File: src/rtl/casc_pic_pkg.sv
package casc_pic_pkg;
    parameter int IRQ_N  = 8;
    parameter int VEC_W  = 8;
    localparam int IDX_W  = $clog2(IRQ_N);
    localparam int DATA_W = (VEC_W > IRQ_N) ? VEC_W : IRQ_N;
    localparam int SEL_W  = 3;

    localparam logic [SEL_W-1:0] SEL_BASE = 3'd0;
    localparam logic [SEL_W-1:0] SEL_CASC = 3'd1;
    localparam logic [SEL_W-1:0] SEL_MODE = 3'd2;
    localparam logic [SEL_W-1:0] SEL_MASK = 3'd3;
    localparam logic [SEL_W-1:0] SEL_EOI  = 3'd4;

    typedef enum logic [1:0] {
        ST_IDLE,
        ST_SNOOP,
        ST_VECTOR,
        ST_CASCADE
    } seq_state_t;
endpackage

File: src/rtl/casc_pic_regs.sv
module casc_pic_regs
    import casc_pic_pkg::*;
(
    input  logic              clk,
    input  logic              rst_n,
    input  logic              wr_en,
    input  logic [SEL_W-1:0]  wr_sel,
    input  logic [DATA_W-1:0] wr_data,
    output logic [VEC_W-1:0]  vec_base,
    output logic [IRQ_N-1:0]  casc_word,
    output logic [IRQ_N-1:0]  irq_mask,
    output logic              auto_eoi,
    output logic              nest_en,
    output logic              eoi_cmd
);
    always_ff @(posedge clk) begin
        if (!rst_n) begin
            vec_base  <= '0;
            casc_word <= '0;
            irq_mask  <= '1;
            auto_eoi  <= 1'b0;
            nest_en   <= 1'b0;
        end else if (wr_en) begin
            case (wr_sel)
                SEL_BASE: vec_base  <= wr_data[VEC_W-1:0];
                SEL_CASC: casc_word <= wr_data[IRQ_N-1:0];
                SEL_MODE: begin
                    auto_eoi <= wr_data[0];
                    nest_en  <= wr_data[1];
                end
                SEL_MASK: irq_mask  <= wr_data[IRQ_N-1:0];
                default:  ;
            endcase
        end
    end

    assign eoi_cmd = wr_en && (wr_sel == SEL_EOI);
endmodule

File: src/rtl/casc_pic_resolver.sv
module casc_pic_resolver
    import casc_pic_pkg::*;
(
    input  logic [IRQ_N-1:0] pend,
    input  logic [IRQ_N-1:0] busy,
    input  logic [IRQ_N-1:0] reenter,
    output logic             hit,
    output logic [IDX_W-1:0] idx
);
    logic [IRQ_N-1:0] elig;
    logic             above;

    always_comb begin
        above = 1'b0;
        for (int i = 0; i < IRQ_N; i++) begin
            elig[i] = pend[i] && !above && (!busy[i] || reenter[i]);
            above   = above | busy[i];
        end
        hit = |elig;
        idx = '0;
        for (int i = IRQ_N - 1; i >= 0; i--) begin
            if (elig[i]) idx = IDX_W'(i);
        end
    end
endmodule

File: src/rtl/casc_pic_seq.sv
module casc_pic_seq
    import casc_pic_pkg::*;
(
    input  logic             clk,
    input  logic             rst_n,
    input  logic             is_master,
    input  logic             inta,
    input  logic [IRQ_N-1:0] casc_word,
    input  logic [VEC_W-1:0] vec_base,
    input  logic             win_valid,
    input  logic [IDX_W-1:0] win_idx,
    input  logic [IDX_W-1:0] cas_in,
    input  logic             cas_vin,
    output seq_state_t       state,
    output logic             take,
    output logic             release_go,
    output logic [IDX_W-1:0] held_idx,
    output logic [VEC_W-1:0] vec_out,
    output logic             vec_valid,
    output logic [IDX_W-1:0] cas_out,
    output logic             cas_oe
);
    seq_state_t       state_n;
    logic             id_match;
    logic             to_slave;

    assign id_match = cas_vin && (cas_in == casc_word[IDX_W-1:0]);
    assign to_slave = casc_word[win_idx];

    always_ff @(posedge clk) begin
        if (!rst_n) begin
            state    <= ST_IDLE;
            held_idx <= '0;
        end else begin
            state <= state_n;
            if (take) held_idx <= win_idx;
        end
    end

    always_comb begin
        state_n = state;
        unique case (state)
            ST_IDLE: begin
                if (inta && is_master && win_valid)
                    state_n = to_slave ? ST_CASCADE : ST_VECTOR;
                else if (inta && !is_master)
                    state_n = ST_SNOOP;
            end
            ST_SNOOP:   state_n = (id_match && win_valid) ? ST_VECTOR : ST_IDLE;
            ST_VECTOR:  state_n = ST_IDLE;
            ST_CASCADE: state_n = ST_IDLE;
        endcase
    end

    always_comb begin
        take       = 1'b0;
        release_go = 1'b0;
        vec_valid  = 1'b0;
        vec_out    = '0;
        cas_oe     = 1'b0;
        cas_out    = '0;
        unique case (state)
            ST_IDLE:  take = inta && is_master && win_valid;
            ST_SNOOP: take = id_match && win_valid;
            ST_VECTOR: begin
                vec_valid  = 1'b1;
                vec_out    = {vec_base[VEC_W-1:IDX_W], held_idx};
                release_go = 1'b1;
            end
            ST_CASCADE: begin
                cas_oe     = 1'b1;
                cas_out    = held_idx;
                release_go = 1'b1;
            end
        endcase
    end
endmodule

File: src/rtl/casc_pic.sv
module casc_pic
    import casc_pic_pkg::*;
(
    input  logic              clk,
    input  logic              rst_n,
    input  logic              is_master,
    input  logic [IRQ_N-1:0]  irq_in,
    input  logic              wr_en,
    input  logic [SEL_W-1:0]  wr_sel,
    input  logic [DATA_W-1:0] wr_data,
    input  logic              inta,
    output logic              int_out,
    output logic [VEC_W-1:0]  vec_out,
    output logic              vec_valid,
    input  logic [IDX_W-1:0]  cas_in,
    input  logic              cas_vin,
    output logic [IDX_W-1:0]  cas_out,
    output logic              cas_oe
);
    logic [VEC_W-1:0] vec_base;
    logic [IRQ_N-1:0] casc_word, irq_mask, irr, isr, nest_ok;
    logic [IRQ_N-1:0] take_mask, eoi_mask, rel_mask;
    logic             auto_eoi, nest_en, eoi_cmd;
    logic             win_valid, take, release_go, top_valid;
    logic [IDX_W-1:0] win_idx, held_idx, top_idx;
    seq_state_t       state;

    casc_pic_regs u_regs (
        .clk(clk), .rst_n(rst_n), .wr_en(wr_en), .wr_sel(wr_sel),
        .wr_data(wr_data), .vec_base(vec_base), .casc_word(casc_word),
        .irq_mask(irq_mask), .auto_eoi(auto_eoi), .nest_en(nest_en),
        .eoi_cmd(eoi_cmd)
    );

    assign nest_ok = (is_master && nest_en) ? casc_word : '0;

    casc_pic_resolver u_win (
        .pend(irr & ~irq_mask), .busy(isr), .reenter(nest_ok),
        .hit(win_valid), .idx(win_idx)
    );

    casc_pic_resolver u_eoi_pick (
        .pend(isr), .busy('0), .reenter('0),
        .hit(top_valid), .idx(top_idx)
    );

    casc_pic_seq u_seq (
        .clk(clk), .rst_n(rst_n), .is_master(is_master), .inta(inta),
        .casc_word(casc_word), .vec_base(vec_base), .win_valid(win_valid),
        .win_idx(win_idx), .cas_in(cas_in), .cas_vin(cas_vin),
        .state(state), .take(take), .release_go(release_go),
        .held_idx(held_idx), .vec_out(vec_out), .vec_valid(vec_valid),
        .cas_out(cas_out), .cas_oe(cas_oe)
    );

    assign take_mask = take ? (IRQ_N'(1) << win_idx) : '0;
    assign eoi_mask  = (eoi_cmd && top_valid) ? (IRQ_N'(1) << top_idx) : '0;
    assign rel_mask  = (release_go && auto_eoi) ? (IRQ_N'(1) << held_idx) : '0;

    always_ff @(posedge clk) begin
        if (!rst_n) begin
            irr <= '0;
            isr <= '0;
        end else begin
            irr <= (irr | irq_in) & ~take_mask;
            isr <= (isr & ~eoi_mask & ~rel_mask) | take_mask;
        end
    end

    assign int_out = (state == ST_IDLE) && win_valid;
endmodule


File: config.mk
export PLATFORM = sky130hd
export DESIGN_NAME = casc_pic
export DESIGN_NICKNAME = d
export VERILOG_FILES = /design/src/rtl/casc_pic_pkg.sv /design/src/rtl/casc_pic_regs.sv /design/src/rtl/casc_pic_resolver.sv /design/src/rtl/casc_pic_seq.sv /design/src/rtl/casc_pic.sv
export SDC_FILE = /design/constraint.sdc
export NUM_CORES = 1
export LEC_CHECK = 0
export ABC_AREA = 1
export BUFFER_PORTS_ARGS = -buffer_cell sky130_fd_sc_hd__buf_2
export CORE_UTILIZATION = 35
export CTS_CLUSTER_SIZE = 40
export DETAILED_ROUTE_END_ITERATION = 10
export PLACE_DENSITY = 0.56
export SETUP_SLACK_MARGIN = 0.3
export SYNTH_ARGS = -nofsm -noshare
export SYNTH_HDL_FRONTEND = slang
export SYNTH_HIERARCHICAL = 1
export SYNTH_SLANG_ARGS = --single-unit
File: constraint.sdc
create_clock -name clk -period 6.05 [get_ports clk]
set_input_delay 1.21 -clock clk [delete_from_list [all_inputs] [get_ports clk]]
set_output_delay 1.21 -clock clk [all_outputs]
set_load 0.02 [all_outputs]
After elaboration in Yosys (flattened, before gate mapping)
Cells that the tools add are included.
{"block": "totals", "ff_bits": 47, "in_bits": 28, "output_inout_bits": 14, "word_cells": 128}
{"block": "classes", "n_lt_le_gt_ge": 1, "n_eq_ne": 9, "n_shift": 3, "muxes": 33, "bitwise": 16, "reduce_logical": 57}
{"op": "$mux 3", "count": 17}
{"op": "$mux 8", "count": 5}
{"op": "$and 8x8->8", "count": 4}
{"op": "$not 8->8", "count": 4}
{"op": "$logic_and 1x1->1", "count": 25}
{"op": "$shl 1x3->8 const A", "count": 3}
{"op": "$or 8x8->8", "count": 2}
{"op": "$reduce_or 8->1", "count": 2}
{"op": "$logic_not 1->1", "count": 15}
{"op": "$logic_or 1x1->1", "count": 8}
{"op": "$reduce_and 2->1", "count": 4}
{"op": "$eq 3x2->1 const B", "count": 2}
{"op": "$mux 2", "count": 3}
{"op": "$or 1x1->1", "count": 6}
{"op": "$pmux 2 s3", "count": 1}
{"op": "$mux 1", "count": 5}
{"op": "$eq 2x2->1 const B", "count": 2}
{"op": "$lt 3x4->1 const B", "count": 1}
{"op": "$bmux 1 s3", "count": 1}
{"op": "$eq 3x1->1 const B", "count": 1}
{"op": "$eq 3x3->1", "count": 1}
{"op": "$eq 3x3->1 const B", "count": 1}
{"op": "$logic_not 3->1", "count": 1}
{"op": "$ne 3x1->1 const B", "count": 1}
{"op": "4 further kinds", "count": 4}

Longest topological paths before layout
{"block": "depth", "word_depth": 22, "ltp_mapped": 20, "ltp_nobuf": 20}

By module
The synthesis kept the hierarchy.
{"module": "casc_pic_regs", "n_inst": 1, "cells_per_inst": 153, "area_each_um2": 1109.8, "seq_area_each_um2": 520.5}
{"module": "casc_pic", "n_inst": 1, "cells_per_inst": 142, "area_each_um2": 835.8, "seq_area_each_um2": 320.3}
{"module": "casc_pic_resolver", "n_inst": 2, "cells_per_inst": 44, "area_each_um2": 237.7, "seq_area_each_um2": 0.0}
{"module": "casc_pic_seq", "n_inst": 1, "cells_per_inst": 90, "area_each_um2": 452.9, "seq_area_each_um2": 100.1}

Worst setup path before layout
OpenSTA, ideal clock, no wires.
{"block": "synth_path", "path_kind": "input port to output port", "start": "input is_master", "end": "output int_out", "arrival_time_ps": 2509, "required_ps": 4840, "setup_slack_ps": 2331, "cell_stages": 10, "n_path_buf": 0, "cell_sequence": "nand2_1 > nor2_1 > inv_1 > nand2_1 > nand3_1 > nand2_1 > and2_1 > inv_1 > nand3_1 > nor3b_1"}
{"block": "synth_via", "elab_chain_len": 6, "elab_cells_between_ends": 20, "cone_classes": "mux: 1; reduce/logical: 19"}
{"element": "start, declared", "line_no": "casc_pic.sv:6", "rtl": "input logic is_master,"}
{"element": "$logic_and 1x1->1", "line_no": "casc_pic.sv:35", "rtl": "assign nest_ok = (is_master && nest_en) ? casc_word : '0;"}
{"element": "$mux 8", "line_no": "casc_pic.sv:35"}
{"element": "net nest_ok[7]", "line_no": "casc_pic.sv:21", "rtl": "logic [IRQ_N-1:0] casc_word, irq_mask, irr, isr, nest_ok;"}
{"element": "$logic_or 1x1->1", "line_no": "casc_pic_resolver.sv:16", "rtl": "elig[i] = pend[i] && !above && (!busy[i] || reenter[i]);"}
{"element": "$logic_and 1x1->1", "line_no": "casc_pic_resolver.sv:16"}
{"element": "$reduce_or 8->1", "line_no": "casc_pic_resolver.sv:19", "rtl": "hit = |elig;"}
{"element": "net win_valid", "line_no": "casc_pic.sv:24", "rtl": "logic win_valid, take, release_go, top_valid;"}
{"element": "$logic_and 1x1->1", "line_no": "casc_pic.sv:70", "rtl": "assign int_out = (state == ST_IDLE) && win_valid;"}
{"element": "end, declared", "line_no": "casc_pic.sv:12", "rtl": "output logic int_out,"}
The timed path passes the listed nets, and every way through them passes these cells.

Worst setup path in the final report
Ends and elaborated chain as after synthesis.

==> results_dict.tcl <==
set metrics [dict create \
    outcome "completed" \
    finalWeightedCongestion 0.8393 \
    r2r_cells 18 \
    finalClockSkew_ns 0.009993 \
    cts_sinks 44 \
    track_usage 0.1773 \
    numCtsBuffers 5 \
    drt-total-wl_mm 6.930 \
    drc 0 \
    diodes 0 \
    antenna_found_initial 0 \
    fill_cells 888 \
    place_ws_ns 2.207 \
    fmax_ghz 0.2586 \
    areaGrowthSynthToFinish_pct 15.75 \
    hold_end "u_regs/irq_mask[3]" \
    clk_path_buf_depth 2 \
    power_density_mw_per_mm2 177.0 \
    io_buffers 41 \
    start_kind "primary input" \
    via_count 2816 \
    layout_common_cells "110 x nand2_1, 95 x nor2_1, 84 x inv_1" \
    peakVddDrop_uv 77.87 \
    rows 32 \
    place.detailed.hpwl_mm 5.626 \
    drt_iter0_markers 141 \
    synthCells 458 \
    h-tree-depth 2 \
    cts_hold_buf 0 \
    dp_cells 613 \
    multiInputGateArea_sq_mm 0.001568 \
    path_class "in2out" \
    rsz0062_at_grt "no" \
    grt_pass1_vias 2632 \
    grt_start_max_net_pins 30 \
    post-cts-setup-buffer-count 0 \
    io_pins 42 \
    r2r_end "irr[0]" \
    grt_pass1_wl_mm 11.76 \
    synth_area_sq_mm 0.002765 \
    ff2ff_setup_slack_ns 3.57 \
    drtPass1Iterations 4 \
    vias_per_cell 4.542 \
    path_max_fanout 8 \
    tns_ns 0 \
    cts_tree "yes" \
    drive_gt1_frac 0.1506 \
    cts-root-buf "clkbuf_8" \
    worst_slew_pin_slew_ns 0.6995 \
    insertion_delay_ns 0.30 \
    r2r_start "u_regs/nest_en" \
    grt_overflow 0 \
    hold_violations 0 \
    arrival_ns 2.66 \
    core_sq_mm 0.007687 \
    clk_pin_slew_ns 0.08 \
    nets 546 \
    whs_path_depth 2 \
    fp.dieH_microns 90.89 \
    finalCritPeriodShare 0.6392 \
    final_common_cell "nand2_1" \
    maxCapViolations 0 \
    routedWlPerCell_microns 11.18 \
    layout_setup_ws_ns 2.183 \
    min-delay-start "u_regs/irq_mask[3]" \
    cp-end-kind "primary output" \
    seqCellArea_sq_um 880.8 \
    final_cell_count_no_fill 620 \
    slew_viol_final 0 \
    crit_required_ns 4.84 \
    initial_core_util 0.3597 \
    ant_nets 0 \
    relSlewSlack 0.5319 \
    ys_warn_count 6 \
    min_period_ns 3.867 \
    p_leak_nw 1.542 \
    die_w_microns 90.89 \
    hp-class "reg2reg" \
    cts.repair.resized 0 \
    finalHoldWorstSlack_ns 0.4751 \
    setup_violations 0 \
    total_power_uw 566.6 \
    avgSynthCellArea_sq_um 6.037 \
    die_area_sq_mm 0.008260 \
]
cell type report:
cell class                      instances  area share
Tap cell                              102     0.03987
Multi-Input combinational cell        336      0.4898
Inverter                               90      0.1056
Sequential cell                        44      0.2752
Timing Repair Buffer                   41     0.06411
Clock buffer                            5     0.02150
Clock inverter                          2    0.003909
metrics by stage:
stage | cell area (sq um) | utilization
finish | 3201 | 0.4163
global route | 3201 | 0.4163
CTS | 3201 | 0.4163
detailed placement | 3119 | 0.4058
global placement | 3119 | 0.4058
floorplan | 2833 | -
per-layer routing:
layer | part of all wire | vias up | GRT usage
li1 | - | 1499 | -
met1 | 0.47 | 1253 | 0.2243
met2 | 0.48 | 52 | 0.3018
met3 | 0.027 | 12 | 0.02694
met4 | 0.019 | 0 | 0.06878
met5 | 0 | - | 0
worst max-delay path, cell delays in order:
cell	delay, ns
buf_2	0.09
nand2_1	0.16
nor2_1	0.15
inv_1	0.05
nand2_1	0.05
nand3_1	0.08
nand2_1	0.08
and2_1	0.17
inv_1	0.07
nand3_1	0.16
nor3b_1	0.20
buf_2	0.19
sequential cells by signal, summed over array words and instances, names as in the netlist:
signal and flops:
u_regs/auto_eoi 1, u_regs/irq_mask 8, irr 8, u_seq/state 2, isr 8, u_regs/casc_word 8, u_regs/nest_en 1, u_seq/held_idx 3
u_regs/vec_base 5
where the power goes:
group / switching [mW] / internal (mW)
Combinational: 0.0521 / 0.0278
Sequential: 0.00783 / 0.300
Clock: 0.100 / 0.0783
Total: 0.160 / 0.407
worst max-delay path by stage:
stage                   start  endpoint  slack, ns  cells past startpoint
floorplan           is_master   int_out       2.33                     10
global placement    is_master   int_out       2.23                     12
CTS                 is_master   int_out       2.20                     12
finish              is_master   int_out       2.18                     12
global route        is_master   int_out       1.92                     12
detailed placement  is_master   int_out       2.21                     12
Note: power is estimated with default switching activity, not from simulation.
